[src/rtl/swire_pkg.sv]
// Shared constants and the per-position bit role decode for the
// single-wire register access master. Frame positions are fixed by the
// protocol; only timing is parameterised in the modules.
package swire_pkg;

    localparam int POS_W   = 5;
    localparam int ADDR_W  = 5;
    localparam int DATA_W  = 8;
    localparam int TX_W    = 22;              // start3 op3 addr5 guard1 data8 par2
    localparam int RX_W    = DATA_W + 2;      // data plus two check bits

    localparam logic [2:0] OP_RD = 3'b110;
    localparam logic [2:0] OP_WR = 3'b011;

    localparam logic [POS_W-1:0] POS_GUARD_TURN = 5'd11;
    localparam logic [POS_W-1:0] POS_GUARD_WR   = 5'd22;
    localparam logic [POS_W-1:0] POS_ACK_FIRST  = 5'd23;
    localparam logic [POS_W-1:0] POS_ACK_LAST   = 5'd24;
    localparam logic [POS_W-1:0] POS_LAST_RD    = 5'd23;
    localparam logic [POS_W-1:0] POS_LAST_WR    = 5'd26;

    typedef enum logic [1:0] {
        ROLE_DRIVE,
        ROLE_RELEASE,
        ROLE_SAMPLE
    } bit_role_t;

    // Decide who owns the wire at a given frame position.
    function automatic bit_role_t role_at(input logic [POS_W-1:0] pos,
                                          input logic             is_wr);
        if (pos < POS_GUARD_TURN)  return ROLE_DRIVE;
        if (pos == POS_GUARD_TURN) return ROLE_RELEASE;
        if (pos < POS_GUARD_WR)    return is_wr ? ROLE_DRIVE : ROLE_SAMPLE;
        if (is_wr && pos >= POS_ACK_FIRST && pos <= POS_ACK_LAST)
            return ROLE_SAMPLE;
        return ROLE_RELEASE;
    endfunction

endpackage

[src/rtl/swire_bit_timer.sv]
// Bit period timer. Captures a clamped period when a frame is loaded and
// counts clocks inside each bit, flagging the bit centre and the last
// clock of the bit. Assumes load and run are never both high.
module swire_bit_timer #(
    parameter int PER_W   = 11,
    parameter int PER_MIN = 4,
    parameter int PER_MAX = 1024
) (
    input  logic             clk,
    input  logic             rst_n,
    input  logic             load,
    input  logic [PER_W-1:0] period_in,
    input  logic             run,
    output logic             bit_mid,
    output logic             bit_last
);

    localparam logic [PER_W-1:0] MIN_V = PER_W'(PER_MIN);
    localparam logic [PER_W-1:0] MAX_V = PER_W'(PER_MAX);

    logic [PER_W-1:0] per_q;
    logic [PER_W-1:0] cnt_q;
    logic [PER_W-1:0] per_clamped;

    // Restrict the requested period to the supported window.
    always_comb begin
        if (period_in < MIN_V)      per_clamped = MIN_V;
        else if (period_in > MAX_V) per_clamped = MAX_V;
        else                        per_clamped = period_in;
    end

    // Period capture and in-bit clock counter.
    always_ff @(posedge clk) begin
        if (!rst_n) begin
            per_q <= MIN_V;
            cnt_q <= '0;
        end else if (load) begin
            per_q <= per_clamped;
            cnt_q <= '0;
        end else if (run) begin
            cnt_q <= bit_last ? '0 : cnt_q + PER_W'(1);
        end
    end

    assign bit_mid  = run && (cnt_q == (per_q >> 1));
    assign bit_last = run && (cnt_q == per_q - PER_W'(1));

    AST_PERIOD_CLAMPED: assert property (@(posedge clk) disable iff (!rst_n)
        (per_q >= MIN_V) && (per_q <= MAX_V));
    AST_CNT_IN_RANGE: assert property (@(posedge clk) disable iff (!rst_n)
        cnt_q < per_q);

endmodule

[src/rtl/swire_line_rx.sv]
// Line receiver. Brings the asynchronous wire level into the clock domain
// through a flop chain and, while monitoring is enabled, turns each move
// to the active interrupt level into a one-cycle event.
module swire_line_rx #(
    parameter int SYNC_STAGES = 2
) (
    input  logic clk,
    input  logic rst_n,
    input  logic line_in,
    input  logic act_lvl,
    input  logic monitor,
    output logic line_s,
    output logic irq_event
);

    logic [SYNC_STAGES:0] chain_q;
    logic                 prev_s;

    // Synchroniser chain with one extra stage kept for edge detection.
    always_ff @(posedge clk) begin
        if (!rst_n) chain_q <= {(SYNC_STAGES+1){~act_lvl}};
        else        chain_q <= {chain_q[SYNC_STAGES-1:0], line_in};
    end

    assign line_s = chain_q[SYNC_STAGES-1];
    assign prev_s = chain_q[SYNC_STAGES];

    // Report a transition into the active level while idle.
    always_ff @(posedge clk) begin
        if (!rst_n) irq_event <= 1'b0;
        else        irq_event <= monitor && (line_s == act_lvl) && (prev_s != act_lvl);
    end

    AST_IRQ_SINGLE: assert property (@(posedge clk) disable iff (!rst_n)
        irq_event |=> !irq_event);

endmodule

[src/rtl/swire_frame_ctl.sv]
// Frame sequencer. Accepts a request while idle, builds the outgoing bit
// vector with its parity, walks the frame positions on the timer's bit
// boundaries, shifts in sampled bits at bit centres and issues the
// completion pulse with read data and error status. Assumes the timer is
// loaded on the accepting cycle.
module swire_frame_ctl
    import swire_pkg::*;
(
    input  logic              clk,
    input  logic              rst_n,
    input  logic              req_valid,
    input  logic              req_write,
    input  logic [ADDR_W-1:0] req_addr,
    input  logic [DATA_W-1:0] req_wdata,
    input  logic              act_lvl,
    input  logic              line_s,
    input  logic              bit_mid,
    input  logic              bit_last,
    output logic              req_ready,
    output logic              timer_load,
    output logic              timer_run,
    output logic              line_oe,
    output logic              line_out,
    output logic              done,
    output logic [DATA_W-1:0] done_rdata,
    output logic              done_err
);

    typedef enum logic {ST_IDLE, ST_RUN} fst_t;

    fst_t             st_q;
    logic [POS_W-1:0] pos_q;
    logic             wr_q;
    logic [TX_W-1:0]  tx_q;
    logic [TX_W-1:0]  tx_sh;
    logic [RX_W-1:0]  rx_q;
    logic             accept;
    logic             at_end;
    logic [2:0]       op_new;
    logic [DATA_W-1:0] data_new;
    logic             par_new;
    logic             rd_par;
    bit_role_t        role;

    assign accept   = req_valid && (st_q == ST_IDLE);
    assign op_new   = req_write ? OP_WR : OP_RD;
    assign data_new = req_write ? req_wdata : '0;
    assign par_new  = ^{op_new, req_addr, data_new};
    assign role     = role_at(pos_q, wr_q);
    assign at_end   = bit_last && (pos_q == (wr_q ? POS_LAST_WR : POS_LAST_RD));
    assign rd_par   = ^{tx_q[18:11], rx_q[RX_W-1:2]};

    // Frame state, position and outgoing vector.
    always_ff @(posedge clk) begin
        if (!rst_n) begin
            st_q  <= ST_IDLE;
            pos_q <= '0;
            wr_q  <= 1'b0;
            tx_q  <= '0;
        end else if (accept) begin
            st_q  <= ST_RUN;
            pos_q <= '0;
            wr_q  <= req_write;
            tx_q  <= {act_lvl, ~act_lvl, act_lvl, op_new, req_addr, 1'b0,
                      data_new, par_new, ~par_new};
        end else if (st_q == ST_RUN && bit_last) begin
            if (at_end) begin
                st_q  <= ST_IDLE;
                pos_q <= '0;
            end else begin
                pos_q <= pos_q + POS_W'(1);
            end
        end
    end

    // Receive shift register, fed at the centre of sampled bits.
    always_ff @(posedge clk) begin
        if (!rst_n)       rx_q <= '0;
        else if (accept)  rx_q <= '0;
        else if (st_q == ST_RUN && bit_mid && role == ROLE_SAMPLE)
            rx_q <= {rx_q[RX_W-2:0], line_s};
    end

    // Completion pulse with the frame's result.
    always_ff @(posedge clk) begin
        if (!rst_n) begin
            done       <= 1'b0;
            done_rdata <= '0;
            done_err   <= 1'b0;
        end else begin
            done <= (st_q == ST_RUN) && at_end;
            if (st_q == ST_RUN && at_end) begin
                done_rdata <= wr_q ? '0 : rx_q[RX_W-1:2];
                done_err   <= wr_q ? (rx_q[1:0] != tx_q[1:0])
                                   : (rx_q[1:0] != {rd_par, ~rd_par});
            end
        end
    end

    assign tx_sh      = tx_q << pos_q;
    assign line_oe    = (st_q == ST_RUN) && (role == ROLE_DRIVE);
    assign line_out   = line_oe & tx_sh[TX_W-1];
    assign req_ready  = (st_q == ST_IDLE);
    assign timer_load = accept;
    assign timer_run  = (st_q == ST_RUN);

    AST_GUARD_RELEASED: assert property (@(posedge clk) disable iff (!rst_n)
        (st_q == ST_RUN && pos_q == POS_GUARD_TURN) |-> !line_oe);
    AST_DONE_PULSE: assert property (@(posedge clk) disable iff (!rst_n)
        done |=> !done);
    AST_POS_BOUND: assert property (@(posedge clk) disable iff (!rst_n)
        (st_q == ST_RUN) |-> (pos_q <= POS_LAST_WR));
    AST_READY_WITH_DONE: assert property (@(posedge clk) disable iff (!rst_n)
        done |-> req_ready);

endmodule

[src/rtl/swire_master.sv]
// Top of the single-wire register access master. Connects the bit timer,
// the line receiver and the frame sequencer. The caller provides the
// external tri-state driver using line_oe and line_out, and feeds the wire
// level back on line_in.
module swire_master #(
    parameter int PER_W       = 11,
    parameter int PER_MIN     = 4,
    parameter int PER_MAX     = 1024,
    parameter int SYNC_STAGES = 2
) (
    input  logic             clk,
    input  logic             rst_n,
    input  logic [PER_W-1:0] bit_period,
    input  logic             irq_act_high,
    input  logic             req_valid,
    output logic             req_ready,
    input  logic             req_write,
    input  logic [4:0]       req_addr,
    input  logic [7:0]       req_wdata,
    output logic             done,
    output logic [7:0]       done_rdata,
    output logic             done_err,
    output logic             irq_event,
    input  logic             line_in,
    output logic             line_oe,
    output logic             line_out
);

    logic timer_load;
    logic timer_run;
    logic bit_mid;
    logic bit_last;
    logic line_s;

    swire_bit_timer #(
        .PER_W  (PER_W),
        .PER_MIN(PER_MIN),
        .PER_MAX(PER_MAX)
    ) u_timer (
        .clk      (clk),
        .rst_n    (rst_n),
        .load     (timer_load),
        .period_in(bit_period),
        .run      (timer_run),
        .bit_mid  (bit_mid),
        .bit_last (bit_last)
    );

    swire_line_rx #(
        .SYNC_STAGES(SYNC_STAGES)
    ) u_rx (
        .clk      (clk),
        .rst_n    (rst_n),
        .line_in  (line_in),
        .act_lvl  (irq_act_high),
        .monitor  (req_ready),
        .line_s   (line_s),
        .irq_event(irq_event)
    );

    swire_frame_ctl u_ctl (
        .clk       (clk),
        .rst_n     (rst_n),
        .req_valid (req_valid),
        .req_write (req_write),
        .req_addr  (req_addr),
        .req_wdata (req_wdata),
        .act_lvl   (irq_act_high),
        .line_s    (line_s),
        .bit_mid   (bit_mid),
        .bit_last  (bit_last),
        .req_ready (req_ready),
        .timer_load(timer_load),
        .timer_run (timer_run),
        .line_oe   (line_oe),
        .line_out  (line_out),
        .done      (done),
        .done_rdata(done_rdata),
        .done_err  (done_err)
    );

    AST_IRQ_IDLE_ONLY: assert property (@(posedge clk) disable iff (!rst_n)
        irq_event |-> $past(req_ready));

endmodule

[config.mk]
export PLATFORM = sky130hd
export DESIGN_NAME = swire_master
export DESIGN_NICKNAME = d
export VERILOG_FILES = /design/src/rtl/swire_pkg.sv /design/src/rtl/swire_bit_timer.sv /design/src/rtl/swire_line_rx.sv /design/src/rtl/swire_frame_ctl.sv /design/src/rtl/swire_master.sv
export SDC_FILE = /design/constraint.sdc
export NUM_CORES = 1
export LEC_CHECK = 0
export BUFFER_PORTS_ARGS = -buffer_cell sky130_fd_sc_hd__buf_2
export CORE_MARGIN = 2
export CORE_UTILIZATION = 45
export CTS_CLUSTER_SIZE = 25
export DETAILED_ROUTE_END_ITERATION = 10
export PLACE_DENSITY = 0.69
export REMOVE_ABC_BUFFERS = 1
export SLEW_MARGIN = 5
export SYNTH_ARGS = -nofsm -noshare
export SYNTH_HDL_FRONTEND = slang
export SYNTH_SLANG_ARGS = --single-unit
[constraint.sdc]
create_clock -name clk -period 3.2 [get_ports clk]
set_input_delay 0.16 -clock clk [delete_from_list [all_inputs] [get_ports clk]]
set_output_delay 0.16 -clock clk [all_outputs]
set_load 0.1 [all_outputs]
Yosys cells after proc, flatten, opt, wreduce, memory -nomap -nowiden
Index checks and enable logic that the tools add are counted.
Storage, ports and cells
  output and inout port bits: 14
  register bits after elaboration: 74
  logic and storage cells: 89
  input port bits: 30
Operators by class
  shift operators: 1
  order comparisons: 6
  bitwise gates (word level): 6
  add/subtract/negate cells: 3
  mux-type cells: 32
  reductions and logical operators: 20
  equality and inequality tests: 9
Operator list (number)
  11-bit two-way mux: 3
  16-bit XOR reduction: 2
  22-bit by 5-bit left shift with 22-bit output: 1
  2-bit two-way mux: 9
  8-bit two-way mux: 2
  1-bit two-way mux: 14
  1-bit logical AND: 13
  11-bit by 1-bit adder with 11-bit output, second input constant: 1
  11-bit by 10-bit == test with 1-bit output: 1
  11-bit == test: 1
  11-bit greater-than comparator, second input constant: 1
  11-bit by 3-bit < comparator with 1-bit output, second input constant: 1
  11-bit by 1-bit subtractor with 11-bit output, second input constant: 1
  3-bit two-way mux: 2
  5-bit by 1-bit adder with 5-bit output, second input constant: 1
  5-bit by 4-bit == test with 1-bit output, second input constant: 1
  5-bit == test: 1
  5-bit greater-or-equal comparator, second input constant: 1
  5-bit less-or-equal comparator, second input constant: 1
  5-bit by 4-bit < comparator with 1-bit output, second input constant: 1
  5-bit < comparator, second input constant: 1
  5-bit two-way mux: 1
  1-bit inverter: 5
  4-bit two-way mux: 1
  other kinds (9): 11

Logic depth before layout (Yosys ltp)
Gate-level depths: netlist of run 1.
  depth after elaboration: 15
  depth in mapped cells: 11
  gate-level depth less buffers: 8

By module
From an unflattened synthesis of run 1, not the netlist that was laid out.
Unflattened totals
  cells, all modules: 456
  area, all modules: 4006.3 um^2
Modules (own cells, without submodules)
  swire_frame_ctl: instances 1, seq. area each 920.9 um^2, area each 2346.0 um^2, cells an instance 266
  swire_bit_timer: instances 1, seq. area each 440.4 um^2, area each 1520.2 um^2, cells an instance 176
  swire_line_rx: instances 1, seq. area each 80.1 um^2, area each 140.1 um^2, cells an instance 14

Worst setup path after synthesis of run 1
OpenSTA, ideal clock, no wires.
  path type: register -> output
  from: reg u_ctl.pos_q[1]
  to: out line_out
  required time: 3.040 ns
  path slack: -0.793 ns
  arrival: 3.833 ns
  stages on the path, launching flop included: 10
  path buffers: 2
  cell sequence: dfxtp_1 -> clkbuf_1 -> clkbuf_1 -> inv_1 -> ha_1 -> nand3b_1 -> o21ai_0 -> a211oi_1 -> o311a_1 -> nor2b_1
On the way
  longest elaborated chain between the ends: 14
  elaborated cells on any way between the ends: 28
  those cells by class: order compare (4); eq/ne (1); shift (1); mux (17); bitwise (1); reduce/logical (4)
Ends and longest elaborated chain
  from (decl): line swire_frame_ctl.sv:32  | logic [POS_W-1:0] pos_q;
  from (signal assigned): line swire_frame_ctl.sv:71  | pos_q <= pos_q + POS_W'(1);
  5-bit greater-or-equal comparator: line swire_pkg.sv:34  | if (is_wr && pos >= POS_ACK_FIRST && pos <= POS_ACK_LAST)
  1-bit logical AND (2 in a row): line swire_pkg.sv:34
  1-bit two-way mux (2 in a row): line swire_pkg.sv:34
  1-bit two-way mux: line swire_pkg.sv:33  | if (pos < POS_GUARD_WR) return is_wr ? ROLE_DRIVE : ROLE_SAMPLE;
  1-bit two-way mux: line swire_pkg.sv:32  | if (pos == POS_GUARD_TURN) return ROLE_RELEASE;
  2-bit two-way mux: line swire_pkg.sv:36  | return ROLE_RELEASE;
  2-bit two-way mux: line swire_pkg.sv:34
  2-bit two-way mux: line swire_pkg.sv:33
  2-bit two-way mux *: line swire_pkg.sv:32
  2-bit logical NOT *: line swire_frame_ctl.sv:101  | assign line_oe = (st_q == ST_RUN) && (role == ROLE_DRIVE);
  1-bit logical AND *: line swire_frame_ctl.sv:101
  named net line_oe: line swire_master.sv:25  | output logic line_oe,
  1-bit AND *: line swire_frame_ctl.sv:102  | assign line_out = line_oe & tx_sh[TX_W-1];
  to (decl): line swire_master.sv:26  | output logic line_out
Mark *: on every way through the listed nets, which the timed path passes. The rest lies on a longest branch. The select of a mux whose other input is x is not followed.

Worst setup path after layout of run 1
  from: reg u_timer.per_q[0]
  to: reg u_ctl.done_err
On the way
  longest elaborated chain between the ends: 5
Ends and longest elaborated chain
  from (decl): line swire_bit_timer.sv:21  | logic [PER_W-1:0] per_q;
  from (signal assigned): line swire_bit_timer.sv:38  | per_q <= per_clamped;
  11-bit by 1-bit subtractor with 11-bit output: line swire_bit_timer.sv:46  | assign bit_last = run && (cnt_q == per_q - PER_W'(1));
  11-bit == test: line swire_bit_timer.sv:46
  1-bit logical AND: line swire_bit_timer.sv:46
  1-bit logical AND: line swire_frame_ctl.sv:50  | assign at_end = bit_last && (pos_q == (wr_q ? POS_LAST_WR : POS_LAST_RD));
  1-bit logical AND: line swire_frame_ctl.sv:92  | if (st_q == ST_RUN && at_end) begin
  to (signal assigned): line swire_frame_ctl.sv:94  | done_err <= wr_q ? (rx_q[1:0] != tx_q[1:0])
  to (decl): line swire_frame_ctl.sv:26  | output logic done_err
No other way between the ends.
A chain may end at the register's enable or synchronous reset.

==> flow_summary.toml, run 1 <==
[clock_network]
clk_pin_slew_worst_paths_ns = 0.09
cts_buffer_depth = 2
worstSkewPairLatency_ns = 0.36
h-tree-depth = 3
cts_hold_buf = 0
cts_tree = "done"
cts_root_buf = "clkbuf_8"
numCtsBuffers = 9
cts_sinks = 72

[global_route]
grt_max_degree = 21
grt_pass1_vias = 3418
gr-total-overflow = 0
grt_pass1_wl_microns = 16700
grt_usage_pct = 20.8
antenna_found_initial = 0

[min_path]
hold_depth = 3
hold_class = "in2reg"

[drt]
drtPass1Iterations = 5
ant_nets = 0
drc = 0
drt_iter0_drc = 168
vias_per_cell = 5.71
wl_per_cell_microns = 15.8
drt_wl_total_microns = 9630
num_vias = 3484

[timing]
post-route-min-period_ns = 2.91
hold_viol_final = 0
tightest_slew_ns = 0.955
fmax_mhz = 344
rsz0062_at_grt = "false"
setup_viol_count_final = 0
holdWs_ns = 0.00894
slew_headroom_pct = 36.2
skew_ns = 0.0174
fin_ws_ns = 0.290
slew_violations = 0
period_share_pct = 90.9

[yosys]
ys.flop_type = "dfxtp_1"
ys_seq_elements = 72
synth_top_area_cell = "dfxtp_1"
synth_top_area_share_pct = 35.2
yosysSeqAreaShare_pct = 35.2
synth_common_cells = "dfxtp_1, nand2_1, nor2_1"
synth_cells = 468
synth.avg_cell_area_sq_um = 8.75
synth.distinct_cells = 60
async_flop_share_pct = 0
synth_edf_count = 0
yosysMostFrequentCell = "dfxtp_1"
synthTopCellsByArea = "dfxtp_1, xnor2_1, xor2_1, nand2_1, mux2i_1"
yosysWarnings = 0
syn_area_sq_mm = 0.00410

[worst_setup_path]
crit_fanout = 10
path_class = "reg2reg"
max_stage_delay_ns = 0.50
r2r_cells = 9
cp-start-kind = "flop"
cp_slowest_cell = "or4b_4"
required_ns = 3.50
arrival_ns = 3.21
end_kind = "flop"
worstPathCellList = "inv_1 > ha_1 > or4b_4 > or3_1 > a21o_1 > a222oi_1 > buf_4 > a31o_2 > o311a_1"

[final_layout]
finalNetCount = 531
area_growth_pct = 13.7
drive_above_1_share_pct = 17.5
final-seq-area_sq_mm = 0.00144
fillers = 810
multi_input_area_sq_mm = 0.00247
final_util_pct = 53.1
final_area_sq_mm = 0.00466
n_antenna_cell = 0

[floorplanning]
die_area_sq_mm = 0.00988
die_h_microns = 99.4
io-pin-count = 44
start_util_pct = 46.7
rows = 34
core_sq_mm = 0.00876
dieWidth_microns = 99.4

[placement]
dpl_cell_area_sq_mm = 0.00438
port_buffers = 43
gp_congestion = 0.877
place_hpwl_microns = 6810
pre_cts_slack_ns = 0.0824

[job]
maxCapViolCount = 0

[pwr]
leakagePower_nw = 1.80
finalPower_mw = 2.16
powerDensity_mw_per_mm2 = 464
vdd_drop_max_mv = 0.315

[status]
status = "completed"
[cell usage in the layout (no fill, tap or decap), types with 4 or more instances in the layout]
cell type	count
nor3_1	6
mux2i_1	15
nor2b_1	15
dfxtp_1	72
clkbuf_8	9
or4_1	6
and3_1	8
o21ai_0	13
o41ai_1	10
nand2_1	45
and2_1	5
buf_2	43
a21boi_1	8
buf_4	16
a22o_1	17
nand4_1	11
inv_1	7
ha_1	4
xor2_1	25
nor4_1	4
nand3_1	9
mux4_2	4
nand2b_1	4
a21oi_1	17
xnor2_1	31
a21boi_0	7
nor2_1	36
[worst max-delay path: cells and delay by family (launching register included)]
family / cells / cell delay (ns)
AOI/OAI and AO/OA: 4 / 0.95
adders and majority gates: 1 / 0.31
buffers and inverters: 2 / 0.34
DFF: 1 / 0.35
and+or+nand+nor: 2 / 0.88
[routing by layer]
| layer | GRT usage [%] | share of wire [%] |
|---|---|---|
| met5 | 0 | 0 |
| met1 | 26.9 | 44 |
| met3 | 4.85 | 4.1 |
| met2 | 34.6 | 50 |
| met4 | 6.85 | 1.8 |
[cell families (layout without fill, tap and decap cells)]
kind of cell	count (synthesis)	in the layout	share of synthesized area [%]
xor+xnor	59	59	13.6
simple gates	164	164	20.7
fa+ha+maj	4	4	1.22
mux	19	19	5.86
compound gates	102	102	18.3
flops	72	72	35.2
buf+inv	48	82	5.07
[cell type report]
cell class | instances | area share (%)
Multi-Input combinational cell | 348 | 53.0
Inverter | 7 | 0.564
Clock buffer | 9 | 2.66
Sequential cell | 72 | 31.0
Timing Repair Buffer | 59 | 7.20
Clock inverter | 7 | 2.69
Tap cell | 108 | 2.90
[through the flow]
stage          TNS (ns)  std cells
3_5_place_dp          0        592
2_1_floorplan    -0.800        427
5_1_grt               0        610
3_3_place_gp          0        592
4_1_cts               0        608
6_report              0        610
[timing repair]
item                                    4_1_cts  5_1_grt
endpoints found under the setup margin        0       25
buffers inserted                              0        2
gates resized for setup                       0        1
[worst paths after layout]
check / from / to / slack [ns]
max: u_timer.per_q[0]$_SDFFE_PN0P_ / u_ctl.done_err$_SDFFE_PN0P_ / 0.29
min reg2reg: u_rx.chain_q[0]$_DFF_P_ / u_rx.chain_q[1]$_DFF_P_ / 0.45
max reg2reg: u_timer.per_q[0]$_SDFFE_PN0P_ / u_ctl.done_err$_SDFFE_PN0P_ / 0.29
min: line_in / u_rx.chain_q[0]$_DFF_P_ / 0.009
[report_power, final]
| group | switching (mW) | leakage, nW | internal (mW) |
|---|---|---|---|
| Clock | 0.375 | 0.125 | 0.527 |
| Combinational | 0.178 | 1.09 | 0.127 |
| Sequential | 0.0322 | 0.585 | 0.922 |
[state kept, by name, indices dropped and copies added (netlist names)]
signal            count
u_ctl.done            1
u_ctl.done_err        1
u_ctl.done_rdata      8
u_ctl.pos_q           5
u_ctl.rx_q           10
u_ctl.timer_run       1
u_ctl.tx_q           20
u_rx.chain_q          3
u_rx.irq_event        1
u_timer.cnt_q        11
u_timer.per_q        11
(Power assumes the default switching activity.)
==> inputs of run 2 (changes only) <==
--- a/config.mk
+++ b/config.mk
@@ -10,7 +10,8 @@
 export CORE_UTILIZATION = 45
 export CTS_CLUSTER_SIZE = 25
 export DETAILED_ROUTE_END_ITERATION = 10
-export PLACE_DENSITY = 0.69
+export HOLD_SLACK_MARGIN = 0.03
+export PLACE_DENSITY = 0.72
 export REMOVE_ABC_BUFFERS = 1
 export SLEW_MARGIN = 5
 export SYNTH_ARGS = -nofsm -noshare
==> run 2 against run 1 <==
  * Flip-flop and latch count unchanged
  * Combinational power up 2%
  * Global-route usage shrank 0.094 points
  * Power decreased by 4.8%
  * Non-clock buffer count rose by 4
  * Utilization is 0.17 points higher
  * Clock power is 12% lower
  * Maximum frequency shrank 1.4%
==> flow_summary.toml, run 2 (synthesis results as in run 1) <==
[status]
status = "completed"

[final_layout]
fillers = 813
top_register = "u_ctl.tx_q"
multi_input_area_sq_mm = 0.00247
final-seq-area_sq_mm = 0.00144
layout_commonest_cell = "dfxtp_1"
largest_reg_flops = 20
n_antenna_cell = 0
layout_common_cells = "dfxtp_1, nand2_1, buf_2"
top_regs = "u_ctl.tx_q: 20 flops, u_timer.cnt_q: 11 flops, u_timer.per_q: 11 flops"
finalNetCount = 535
area_growth_pct = 14.0
drive_above_1_share_pct = 17.2
final_util_pct = 53.3

[global_route]
grt_max_degree = 23
gr-total-overflow = 0
grt_pass1_wl_microns = 16700
antenna_found_initial = 0
grt_usage_pct = 20.7
grt_pass1_vias = 3559

[drt]
drc = 0
ant_nets = 0
drt_wl_total_microns = 9940
vias_per_cell = 5.82
wl_per_cell_microns = 16.2
drt_iter0_drc = 154
drtPass1Iterations = 4
num_vias = 3575

[timing]
post-route-min-period_ns = 2.95
period_share_pct = 92.3
fmax_mhz = 339
hold_viol_final = 0
skew_ns = 0.0148
rsz0062_at_grt = "false"
tightest_slew_ns = 0.900
finalSetupTns_ns = 0
slew_headroom_pct = 39.9
setup_viol_count_final = 0
slew_violations = 0

[floorplanning]
die_area_sq_mm = 0.00988
rows = 34
io-pin-count = 44
die_h_microns = 99.4
core_sq_mm = 0.00876
dieWidth_microns = 99.4
start_util_pct = 46.7

[pwr]
p_seq_share_pct = 46.4
powerDensity_mw_per_mm2 = 440
vdd_drop_max_mv = 0.242
finalPower_mw = 2.06
internal_power_mw = 1.49
power.share.clock_pct = 38.6
leakagePower_nw = 1.80
swShare_pct = 27.5
power.switching_mw = 0.566
power_frac_comb_pct = 15.1

[job]
maxCapViolCount = 0

[worst_setup_path]
crit_fanout = 9
worstPathCellList = "inv_1 > ha_1 > or4b_4 > or3_1 > a21o_1 > a222oi_1 > buf_4 > a31o_2 > o311a_1"
r2r-start = "u_timer.per_q[1]$_SDFFE_PN0P_"
cp-start-kind = "flop"
required_ns = 3.50
critPathLaunch = "u_timer.per_q[1]$_SDFFE_PN0P_"
path_class = "reg2reg"
end_kind = "flop"
arrival_ns = 3.25
cp_slowest_cell = "a222oi_1"
max_stage_delay_ns = 0.53

[clock_network]
worstSkewPairLatency_ns = 0.36
clk_pin_slew_worst_paths_ns = 0.08
cts_tree = "done"
numCtsBuffers = 9
cts_sinks = 72
cts_root_buf = "clkbuf_8"
h-tree-depth = 3
cts_buffer_depth = 2

[placement]
gp_congestion = 0.883
port_buffers = 43
place_hpwl_microns = 7020

[min_path]
hold_class = "in2reg"
worstHoldStart = "bit_period[0]"
[run 2: metrics by stage]
| step | hold slack, ns | instance area, sq um | worst slack (ns) | instances |
|---|---|---|---|---|
| floorplan | 0.251 | 3920 | -0.705 | 427 |
| global placement | 0.357 | 4370 | 0.378 | 590 |
| detailed placement | 0.372 | 4370 | 0.199 | 590 |
| CTS | 0.0308 | 4650 | 0.156 | 612 |
| global route | 0.0419 | 4670 | 0.0535 | 614 |
| finish | 0.0399 | 4670 | 0.248 | 614 |
[run 2: repair_timing]
| item | 4_1_cts | 5_1_grt |
|---|---|---|
| resized for setup | 0 | 2 |
| setup buffers | 0 | 2 |
| hold buffers | 6 | 0 |
| hold endpoints to repair | 6 | 0 |
| setup endpoints to repair | 0 | 18 |
[run 2: layout make-up]
| type | count | area share [%] |
|---|---|---|
| Multi-Input combinational cell | 348 | 52.9 |
| Clock buffer | 9 | 2.65 |
| Sequential cell | 72 | 30.9 |
| Timing Repair Buffer | 63 | 8.14 |
| Tap cell | 108 | 2.89 |
| Clock inverter | 7 | 2.01 |
| Inverter | 7 | 0.563 |
[run 2: layer usage]
metal / GRT usage [%] / share of wire (%)
met1: 24.5 / 43
met2: 36.4 / 50
met3: 4.85 / 4.9
met4: 8.11 / 2.4
met5: 0 / 0
[run 2: path summary, 6_finish.rpt]
path / end / slack (ns) / depth (start not counted)
worst min-delay path: u_timer.per_q[0]$_SDFFE_PN0P_ / 0.04 / 2
worst max-delay path: u_ctl.done_err$_SDFFE_PN0P_ / 0.25 / 9
worst min register to register: u_rx.chain_q[1]$_DFF_P_ / 0.43 / 2
worst max register to register: u_ctl.done_err$_SDFFE_PN0P_ / 0.25 / 9
[run 2: power groups by stage]
stage	clock (mW)	sequential (mW)	combinational, mW
after global placement	0	0.974	0.291
after global routing	0.846	0.957	0.340
after CTS	0.807	0.953	0.306
after detailed placement	0	0.974	0.298
final	0.793	0.954	0.310
after floorplan	0	0.970	0.197
[run 2: critical path: cells and delay by family, from the launching register on]
kind                     cells  cell delay, ns
buffers and inverters        2            0.36
AO/OA/AOI/OAI                4            1.02
adder cells (fa/ha/maj)      1            0.30
AND/OR/NAND/NOR              2            0.88
flip-flops                   1            0.34
